**src/rtl/intr_pkg.sv**
```systemverilog
package intr_pkg;

    typedef enum logic {
        IRQ_IDLE = 1'b0,
        IRQ_PEND = 1'b1
    } irq_state_t;

    typedef enum logic {
        TH_COOL = 1'b0,
        TH_HOT  = 1'b1
    } therm_state_t;

    localparam int unsigned STAT_W       = 8;
    localparam int unsigned LED_FLAG_LSB = 5;
    localparam int unsigned POR_BIT      = 4;
    localparam int unsigned UV_BIT       = 3;
    localparam int unsigned OT_BIT       = 2;
    localparam int unsigned LED_EN_LSB   = 5;
    localparam int unsigned UV_EN_BIT    = 4;
    localparam int unsigned OT_EN_BIT    = 3;

endpackage

```
**src/rtl/intr_flag_cell.sv**
```systemverilog
module intr_flag_cell #(
    parameter bit KEEP_ON_SOFT = 1'b0,
    parameter bit RESET_VAL    = 1'b0
) (
    input  logic clk,
    input  logic rst_n,
    input  logic soft_clr,
    input  logic rd_clr,
    input  logic set_evt,
    output logic flag_q
);

    // Priority: shutdown clear, then a new event, then the read clear.
    always_ff @(posedge clk or negedge rst_n) begin
        if (!rst_n) begin
            flag_q <= RESET_VAL;
        end else if (soft_clr && !KEEP_ON_SOFT) begin
            flag_q <= 1'b0;
        end else if (set_evt) begin
            flag_q <= 1'b1;
        end else if (rd_clr) begin
            flag_q <= 1'b0;
        end
    end

endmodule

```
**src/rtl/intr_flag_bank.sv**
```systemverilog
module intr_flag_bank
    import intr_pkg::*;
#(
    parameter int unsigned NUM_LED = 3
) (
    input  logic               clk,
    input  logic               rst_n,
    input  logic               soft_clr,
    input  logic               stat_rd,
    input  logic [NUM_LED-1:0] led_done,
    input  logic [NUM_LED-1:0] led_en,
    input  logic               uv_evt,
    input  logic               ot_evt,
    output logic [STAT_W-1:0]  stat_byte
);

    logic [NUM_LED-1:0] led_q;
    logic               por_q;
    logic               uv_q;
    logic               ot_q;

    // The LED done events are gated by their enables before they latch.
    for (genvar i = 0; i < NUM_LED; i++) begin : g_led
        intr_flag_cell #(
            .KEEP_ON_SOFT (1'b0),
            .RESET_VAL    (1'b0)
        ) u_cell (
            .clk      (clk),
            .rst_n    (rst_n),
            .soft_clr (soft_clr),
            .rd_clr   (stat_rd),
            .set_evt  (led_done[i] & led_en[i]),
            .flag_q   (led_q[i])
        );
    end

    intr_flag_cell #(
        .KEEP_ON_SOFT (1'b1),
        .RESET_VAL    (1'b1)
    ) u_por (
        .clk      (clk),
        .rst_n    (rst_n),
        .soft_clr (soft_clr),
        .rd_clr   (stat_rd),
        .set_evt  (1'b0),
        .flag_q   (por_q)
    );

    intr_flag_cell #(
        .KEEP_ON_SOFT (1'b0),
        .RESET_VAL    (1'b0)
    ) u_uv (
        .clk      (clk),
        .rst_n    (rst_n),
        .soft_clr (soft_clr),
        .rd_clr   (stat_rd),
        .set_evt  (uv_evt),
        .flag_q   (uv_q)
    );

    intr_flag_cell #(
        .KEEP_ON_SOFT (1'b0),
        .RESET_VAL    (1'b0)
    ) u_ot (
        .clk      (clk),
        .rst_n    (rst_n),
        .soft_clr (soft_clr),
        .rd_clr   (stat_rd),
        .set_evt  (ot_evt),
        .flag_q   (ot_q)
    );

    always_comb begin
        stat_byte                           = '0;
        stat_byte[LED_FLAG_LSB +: NUM_LED]  = led_q;
        stat_byte[POR_BIT]                  = por_q;
        stat_byte[UV_BIT]                   = uv_q;
        stat_byte[OT_BIT]                   = ot_q;
    end

endmodule

```
**src/rtl/intr_thermal_fsm.sv**
```systemverilog
module intr_thermal_fsm
    import intr_pkg::*;
(
    input  logic clk,
    input  logic rst_n,
    input  logic otp_hot,
    output logic trip_evt,
    output logic drv_off
);

    therm_state_t state_q;
    therm_state_t state_d;

    always_ff @(posedge clk or negedge rst_n) begin
        if (!rst_n) begin
            state_q <= TH_COOL;
        end else begin
            state_q <= state_d;
        end
    end

    always_comb begin
        state_d  = state_q;
        trip_evt = 1'b0;
        unique case (state_q)
            TH_COOL: begin
                if (otp_hot) begin
                    state_d  = TH_HOT;   // trip
                    trip_evt = 1'b1;
                end
            end
            TH_HOT: begin
                if (!otp_hot) begin
                    state_d = TH_COOL;   // recover
                end
            end
            default: state_d = TH_COOL;
        endcase
    end

    always_comb begin
        drv_off = (state_q == TH_HOT);
    end

endmodule

```
**src/rtl/intr_line_fsm.sv**
```systemverilog
module intr_line_fsm
    import intr_pkg::*;
(
    input  logic clk,
    input  logic rst_n,
    input  logic pend_any,
    output logic irq_oe
);

    irq_state_t state_q;
    irq_state_t state_d;

    always_ff @(posedge clk or negedge rst_n) begin
        if (!rst_n) begin
            state_q <= IRQ_IDLE;
        end else begin
            state_q <= state_d;
        end
    end

    always_comb begin
        state_d = state_q;
        unique case (state_q)
            IRQ_IDLE: if (pend_any)  state_d = IRQ_PEND;  // raise
            IRQ_PEND: if (!pend_any) state_d = IRQ_IDLE;  // release
            default:  state_d = IRQ_IDLE;
        endcase
    end

    always_comb begin
        irq_oe = (state_q == IRQ_PEND);
    end

endmodule

```
**src/rtl/intr_status_ctrl.sv**
```systemverilog
module intr_status_ctrl
    import intr_pkg::*;
#(
    parameter int unsigned NUM_LED = 3
) (
    input  logic               clk,
    input  logic               rst_n,
    input  logic [STAT_W-1:0]  en_word,
    input  logic [NUM_LED-1:0] led_done,
    input  logic               uvlo_evt,
    input  logic               otp_hot,
    input  logic               stat_rd,
    input  logic               soft_clr,
    output logic [STAT_W-1:0]  stat_byte,
    output logic               irq_oe,
    output logic               led_drv_off
);

    logic              ot_trip;
    logic [STAT_W-1:0] irq_mask;
    logic              pend_any;
    logic              unused_en_bits;

    assign unused_en_bits = ^en_word[2:0];

    intr_thermal_fsm u_therm (
        .clk      (clk),
        .rst_n    (rst_n),
        .otp_hot  (otp_hot),
        .trip_evt (ot_trip),
        .drv_off  (led_drv_off)
    );

    intr_flag_bank #(
        .NUM_LED (NUM_LED)
    ) u_bank (
        .clk       (clk),
        .rst_n     (rst_n),
        .soft_clr  (soft_clr),
        .stat_rd   (stat_rd),
        .led_done  (led_done),
        .led_en    (en_word[LED_EN_LSB +: NUM_LED]),
        .uv_evt    (uvlo_evt),
        .ot_evt    (ot_trip),
        .stat_byte (stat_byte)
    );

    // Enable positions differ from flag positions for the two supply sources.
    always_comb begin
        irq_mask                          = '0;
        irq_mask[LED_FLAG_LSB +: NUM_LED] = en_word[LED_EN_LSB +: NUM_LED];
        irq_mask[POR_BIT]                 = 1'b1;
        irq_mask[UV_BIT]                  = en_word[UV_EN_BIT];
        irq_mask[OT_BIT]                  = en_word[OT_EN_BIT];
        pend_any                          = |(stat_byte & irq_mask);
    end

    intr_line_fsm u_line (
        .clk      (clk),
        .rst_n    (rst_n),
        .pend_any (pend_any),
        .irq_oe   (irq_oe)
    );

endmodule

```
**config.mk**
```make
export PLATFORM = sky130hd
export DESIGN_NAME = intr_status_ctrl
export DESIGN_NICKNAME = d
export VERILOG_FILES = /design/src/rtl/intr_pkg.sv /design/src/rtl/intr_flag_cell.sv /design/src/rtl/intr_flag_bank.sv /design/src/rtl/intr_thermal_fsm.sv /design/src/rtl/intr_line_fsm.sv /design/src/rtl/intr_status_ctrl.sv
export SDC_FILE = /design/constraint.sdc
export NUM_CORES = 1
export LEC_CHECK = 0
export BUFFER_PORTS_ARGS = -buffer_cell sky130_fd_sc_hd__buf_2
export CORE_AREA = 2 2 39 41
export DETAILED_ROUTE_END_ITERATION = 10
export DIE_AREA = 0 0 41 43
export PLACE_DENSITY = 0.62
export SLEW_MARGIN = 15
export SYNTH_ARGS = -nofsm -noshare
export SYNTH_HDL_FRONTEND = slang
export SYNTH_SLANG_ARGS = --single-unit
```
**constraint.sdc**
```tcl
create_clock -name clk -period 1.45 [get_ports clk]
set_clock_uncertainty 0.15 [all_clocks]
set_input_delay 0.2175 -clock clk [delete_from_list [all_inputs] [get_ports clk]]
set_output_delay 0.2175 -clock clk [all_outputs]
set_load 0.1 [all_outputs]
```
==> qor.yml, run 1 <==
final_layout:
  drive_gt1_share_pct: 43.9
  area_growth_syn_to_layout_pct: 58.9
  diodes: 0
  design_area_sq_um: 594
  fin_cells: 73
  nets: 75
critical_path:
  end_kind: "output port"
  startpoint: "u_bank.u_por.flag_q"
  path_max_fanout: 3
  regToRegEndpoint: "u_line.irq_oe"
  cpMaxStageDelayCell: "dfstp_2"
  cp-start-kind: "flip-flop"
  critical_path_class: "reg -> out"
  crit_buf_inv: 1
  cp.arrival_ps: 970
  cp_top_family: "flip-flops"
  r2r_cells: 2
  r2r-start: "u_bank.u_ot.flag_q"
  crit_required_ps: 1080
  slowest_delay_ps: 560
  crit_chain: "buf_12"
  rrSetupSlack_ps: 440
clock_tree:
  cts_buffers: 3
  clk_latency_ps: 250
  clockBufferDepth: 2
  clock_sinks: 8
  h-tree-depth: 1
  cts-root-buf: "clkbuf_4"
  tritoncts: "built"
  cts.clk_slew.worst_paths_ps: 50
yosys:
  ys_ff_latch: 8
  syn_avg_cell_area_sq_um: 10.1
  yosysWarnings: 0
  synthCells: 37
  syn_area_sq_um: 374
  synth.area.top_cells: "dfrtp_1 47%, buf_4 16%, nand2b_1 10%, a21oi_1 8.0%, dfstp_2 7.0%"
  ys_seq_area_share_pct: 53.8
  synth_cell_type_count: 11
  yosys.area.top_type: "dfrtp_1"
  yosysTopAreaCellShare_pct: 46.8
grt:
  grt_antenna_before_repair: 0
  grt-ovfl-total: 0
  grt_pass1_wl_microns: 1100
  grt_pass1_vias: 291
  gr-usage-all-layers_pct: 9.53
  grt_max_degree: 9
status:
  outcome: "completed"
placed_design:
  dpl_cell_area_sq_um: 548
  portBuffers: 21
  gp_congestion: 0.611
  dp_hpwl_microns: 615
  dp.cells: 67
sta:
  clock.fmax_mhz: 745
  hold_viol_final: 0
  fin_setup_tns_ps: 0
  period_share_pct: 92.5
  fin_crit_ps: 1340
  maxSlewViolCount: 0
  setup_viol: 0
  rsz0062_at_grt: "false"
die:
  core_area_sq_um: 1380
  fp.dieW_microns: 41
  rows: 14
  design.die.area_sq_um: 1760
  io_pins: 27
  die_h_microns: 43
  start_util_pct: 27.0
drt:
  route.detailed.drc: 0
  drt_iter0_markers: 0
  ant_nets: 0
  dr_total_vias: 301
  viasPerCell: 4.12
  first_pass_iters: 1
  post_drt_wl_per_cell_microns: 10.4
  wirelength_microns: 756
power:
  p_per_area_nw_per_um2: 1060
  p_leak_nw: 0.284
  power_mw: 0.630
  p_comb_share_pct: 32.4
  ir_drop_mv: 0.328
  p_sw_mw: 0.226
  internal-power_mw: 0.403
  clockPowerShare_pct: 28.2
  pwr-share-seq_pct: 39.4
  sw_frac_of_total_pct: 35.9
hold_path:
  worstHoldStart: "stat_rd"
  holdCritPathClass: "in -> reg"
  whs_path_depth: 2
  hold_path_end: "u_bank.u_por.flag_q"
job:
  maxCapViolations: 0
-- state kept, by name, indices dropped and copies added, names as in the netlist --
name                        count
u_therm.drv_off                 1
u_line.irq_oe                   1
u_bank.g_led.u_cell.flag_q      3
u_bank.u_uv.flag_q              1
u_bank.u_ot.flag_q              1
u_bank.u_por.flag_q             1
-- through the flow --
stage,worst slack [ps],util (%),hold WS (ps)
after CTS,95.6,42.9,5.52
after global routing,75.0,42.9,33.3
final,108,42.9,12.3
after floorplan,44.3,-,-228
after detailed placement,365,39.6,-80.0
after global placement,364,39.6,-85.3
-- what timing repair did --
action	in CTS	in global routing
endpoints found under the hold margin	9	0
hold buffers	2	0
resized for setup	0	0
setup buffers	0	0
-- final cells by class --
class / instances / area, sq um
Clock buffer: 4 / 26.3
Fill cell: 139 / 790
Inverter: 1 / 3.75
Multi-Input combinational cell: 21 / 113
Sequential cell: 8 / 201
Tap cell: 16 / 20.0
Timing Repair Buffer: 23 / 230
-- synthesized netlist by cell type --
| cell type | number |
|---|---|
| conb_1 | 1 |
| nand2b_1 | 6 |
| dfstp_2 | 1 |
| nor2b_1 | 1 |
| a21oi_1 | 6 |
| buf_4 | 8 |
| dfrtp_1 | 7 |
| nand2_1 | 3 |
| inv_1 | 1 |
| a22oi_1 | 2 |
| nand3_1 | 1 |
-- cells in the final DEF (no fill, tap or decap), drive strengths merged --
| master | instances |
|---|---|
| nand3 | 1 |
| nor2b | 1 |
| conb | 2 |
| buf | 21 |
| a21oi | 6 |
| dlygate4sd3 | 2 |
| dfstp | 1 |
| clkbuf | 4 |
| nand2b | 6 |
| a22oi | 2 |
| inv | 1 |
| dfrtp | 7 |
| nand2 | 3 |
-- routing by layer --
metal,track usage (%),part of all wire (%)
met4,6.00,0
met3,3.14,10
met2,13.8,47
met1,11.6,42
met5,0,0
-- cells by family after synthesis --
family / Yosys count / synth area share (%)
compound gates: 8 / 12.0
flops: 8 / 53.8
buf+inv: 9 / 17.1
other cells: 1 / 1.00
simple gates: 11 / 16.1
-- worst max path at each step --
stage,end,depth (start not counted)
3_5_place_dp,stat_byte[4],1
4_1_cts,stat_byte[4],1
3_3_place_gp,stat_byte[4],1
6_report,stat_byte[4],1
5_1_grt,irq_oe,1
2_1_floorplan,u_bank.u_ot.flag_q,2
-- power groups by stage --
stage          Sequential (mW)  Combinational (mW)  Clock (mW)
6_report                 0.248               0.204       0.177
5_1_grt                  0.250               0.213       0.201
4_1_cts                  0.248               0.205       0.187
3_5_place_dp             0.252               0.201           0
3_3_place_gp             0.252               0.200           0
2_1_floorplan            0.282               0.111           0
Power figures use the tool's default switching activity.
==> inputs of run 2 (changes only) <==
--- a/config.mk
+++ b/config.mk
@@ -10,6 +10,7 @@
 export DETAILED_ROUTE_END_ITERATION = 10
 export DIE_AREA = 0 0 41 43
 export PLACE_DENSITY = 0.62
+export REMOVE_ABC_BUFFERS = 1
 export SLEW_MARGIN = 15
 export SYNTH_ARGS = -nofsm -noshare
 export SYNTH_HDL_FRONTEND = slang
==> constraint.sdc (replaced) <==
create_clock -name clk -period 1.45 [get_ports clk]
set_clock_uncertainty 0.15 [all_clocks]
set_input_delay 0.2175 -clock clk [delete_from_list [all_inputs] [get_ports clk]]
set_output_delay 0.2175 -clock clk [all_outputs]
set_load 0.01 [all_outputs]
==> run 2 against run 1 <==
Die area did not move. Non-clock buffer count did not move. First-iteration DRC count rose by 1. Global-route usage rose by 0.90 points. Total power fell by 21%. Sequential cell count did not move. Fmax rose by 5.9%. Largest power group unchanged. Critical path depth did not move. Wire length fell by 4.5%. Setup slack improved by 75 ps. Via count did not move. Critical path type unchanged. Core utilization fell by 7.6 points.
==> qor.yml, run 2 (synthesized netlist as in run 1, its figures left out) <==
drt:
  route.detailed.drc: 0  # unchanged
  drt_iter0_markers: 1  # +1
  post_drt_wl_per_cell_microns: 9.89  # -4.5%
  dr_total_vias: 301  # unchanged
  ant_nets: 0  # unchanged
  wirelength_microns: 722  # -4.5%
  first_pass_iters: 2  # +1
  viasPerCell: 4.12  # unchanged
clock_tree:
  cts.clk_slew.worst_paths_ps: 50  # about the same
  tritoncts: "built"
  cts_buffers: 3  # unchanged
  clk_latency_ps: 260  # about the same
  clockBufferDepth: 2  # unchanged
  h-tree-depth: 1  # unchanged
  clock_sinks: 8  # unchanged
  cts-root-buf: "clkbuf_4"
die:
  fp.dieW_microns: 41  # unchanged
  die_h_microns: 43  # unchanged
  io_pins: 27  # unchanged
  start_util_pct: 27.0  # unchanged
  core_area_sq_um: 1380  # unchanged
  design.die.area_sq_um: 1760  # unchanged
  rows: 14  # unchanged
power:
  internal-power_mw: 0.376  # -6.9%
  sw_frac_of_total_pct: 24.1  # -12 points
  p_comb_share_pct: 13.7  # -19 points
  pwr-share-seq_pct: 49.1  # +9.7 points
  power_mw: 0.495  # -21%
  ir_drop_mv: 0.327  # -0.19%
  p_leak_nw: 0.258  # -9.1%
  p_per_area_nw_per_um2: 1010  # -4.5%
  p_sw_mw: 0.119  # -47%
  clockPowerShare_pct: 37.2  # +9.0 points
sta:
  hold_viol_final: 0  # unchanged
  rsz0062_at_grt: "false"
  setup_viol: 0  # unchanged
  fin_setup_tns_ps: 0  # unchanged
  clock.fmax_mhz: 789  # +5.9%
  maxSlewViolCount: 0  # unchanged
  fin_crit_ps: 1270  # -74.6 ps
  period_share_pct: 87.4  # -5.1 points
critical_path:
  crit_buf_inv: 1  # unchanged
  critical_path_class: "reg -> out"
  cpMaxStageDelayCell: "dfstp_2"
  cp.arrival_ps: 900  # -70 ps
  path_max_fanout: 3  # unchanged
  rrSetupSlack_ps: 480  # +40 ps
  crit_chain: "buf_2"
  cp-start-kind: "flip-flop"
  slowest_delay_ps: 530  # -30 ps
  r2r-start: "u_bank.u_ot.flag_q"
  regToRegEndpoint: "u_line.irq_oe"
  crit_required_ps: 1080  # about the same
  r2r_cells: 2  # unchanged
  cp_top_family: "flip-flops"
  end_kind: "output port"
grt:
  grt_pass1_wl_microns: 1190  # +7.4%
  grt_pass1_vias: 303  # +4.1%
  busiest_layer: "met2"
  grt-ovfl-total: 0  # unchanged
  gr-usage-all-layers_pct: 10.4  # +0.90 points
  grt_max_degree: 9  # unchanged
  use_met3_pct: 3.14  # unchanged
  grt_antenna_before_repair: 0  # unchanged
  grtUsageMet1_pct: 11.6  # -0.039 points
  gr-usage-met2_pct: 14.7  # +0.94 points
hold_path:
  holdCritPathClass: "in -> reg"
  whs_path_depth: 2  # unchanged
  worstHoldStart: "stat_rd"
  hold_path_end: "u_bank.u_por.flag_q"
final_layout:
  nFillCells: 146  # +5.0%
  nets: 75  # unchanged
  largest-register: "u_bank.g_led.u_cell.flag_q"
  drive_gt1_share_pct: 43.9  # unchanged
  diodes: 0  # unchanged
  most-common-layout-cells: "21 x buf_2, 7 x dfrtp_1, 6 x a21oi_1, 6 x nand2b_1"
  final_common_cell: "buf_2"
  largest_reg_flops: 3  # unchanged
  area_growth_syn_to_layout_pct: 30.8
job:
  maxCapViolations: 0  # unchanged
placed_design:
  gp_congestion: 0.691  # +13%
  portBuffers: 21  # unchanged
  dp_hpwl_microns: 558  # -9.3%
status:
  outcome: "completed"
run 2: cell count changes in the layout (fill, tap and decap cells not counted):
cell / before / now
buf_2: 14 / 21
buf_12: 7 / 0
run 2: timing repair:
action / in CTS / in global routing
gates resized for setup: 0 / 0
hold endpoints to repair: 9 / 0
hold buffers: 2 / 0
setup buffers: 0 / 0
run 2: worst max path at each step:
stage / startpoint / to / slack (ps) / depth (start not counted)
finish: u_bank.u_por.flag_q / stat_byte[4] / 180 / 1
global route: u_bank.u_por.flag_q / stat_byte[4] / 130 / 1
CTS: u_bank.u_por.flag_q / stat_byte[4] / 170 / 1
detailed placement: u_bank.u_por.flag_q / stat_byte[4] / 450 / 1
global placement: u_bank.u_por.flag_q / stat_byte[4] / 450 / 1
floorplan: u_bank.u_ot.flag_q / u_line.irq_oe / 510 / 2
run 2: layout make-up:
type | count | area, sq um | share of cell area, %
Timing Repair Buffer | 23 | 125 | 25.6
Inverter | 1 | 3.75 | 0.767
Sequential cell | 8 | 201 | 41.2
Clock buffer | 4 | 26.3 | 5.37
Multi-Input combinational cell | 21 | 113 | 23.0
Tap cell | 16 | 20.0 | 4.09
run 2: per-layer routing:
metal	up-vias	wire, microns
li1	152	-
met1	137	280
met2	10	379
met3	2	53
met4	0	10
met5	-	0
run 2: power groups by stage:
stage               Combinational (mW)  Clock, mW  Sequential (mW)
floorplan                       0.0177          0            0.253
global placement                0.0637          0            0.246
detailed placement              0.0656          0            0.247
CTS                             0.0698      0.191            0.243
global route                    0.0769      0.210            0.244
finish                          0.0679      0.184            0.243
run 2: per-stage QoR:
| stage | cells | setup WS, ps | hold slack (ps) | instance area [sq um] | utilization [%] |
|---|---|---|---|---|---|
| 2_1_floorplan | 30 | 506 | -228 | 318 | - |
| 3_5_place_dp | 67 | 446 | -80.9 | 443 | 32.0 |
| 6_report | 73 | 183 | 9.26 | 489 | 35.4 |
| 4_1_cts | 73 | 172 | 10.2 | 489 | 35.4 |
| 5_1_grt | 73 | 128 | 3.50 | 489 | 35.4 |
| 3_3_place_gp | 67 | 447 | -83.9 | 443 | 32.0 |
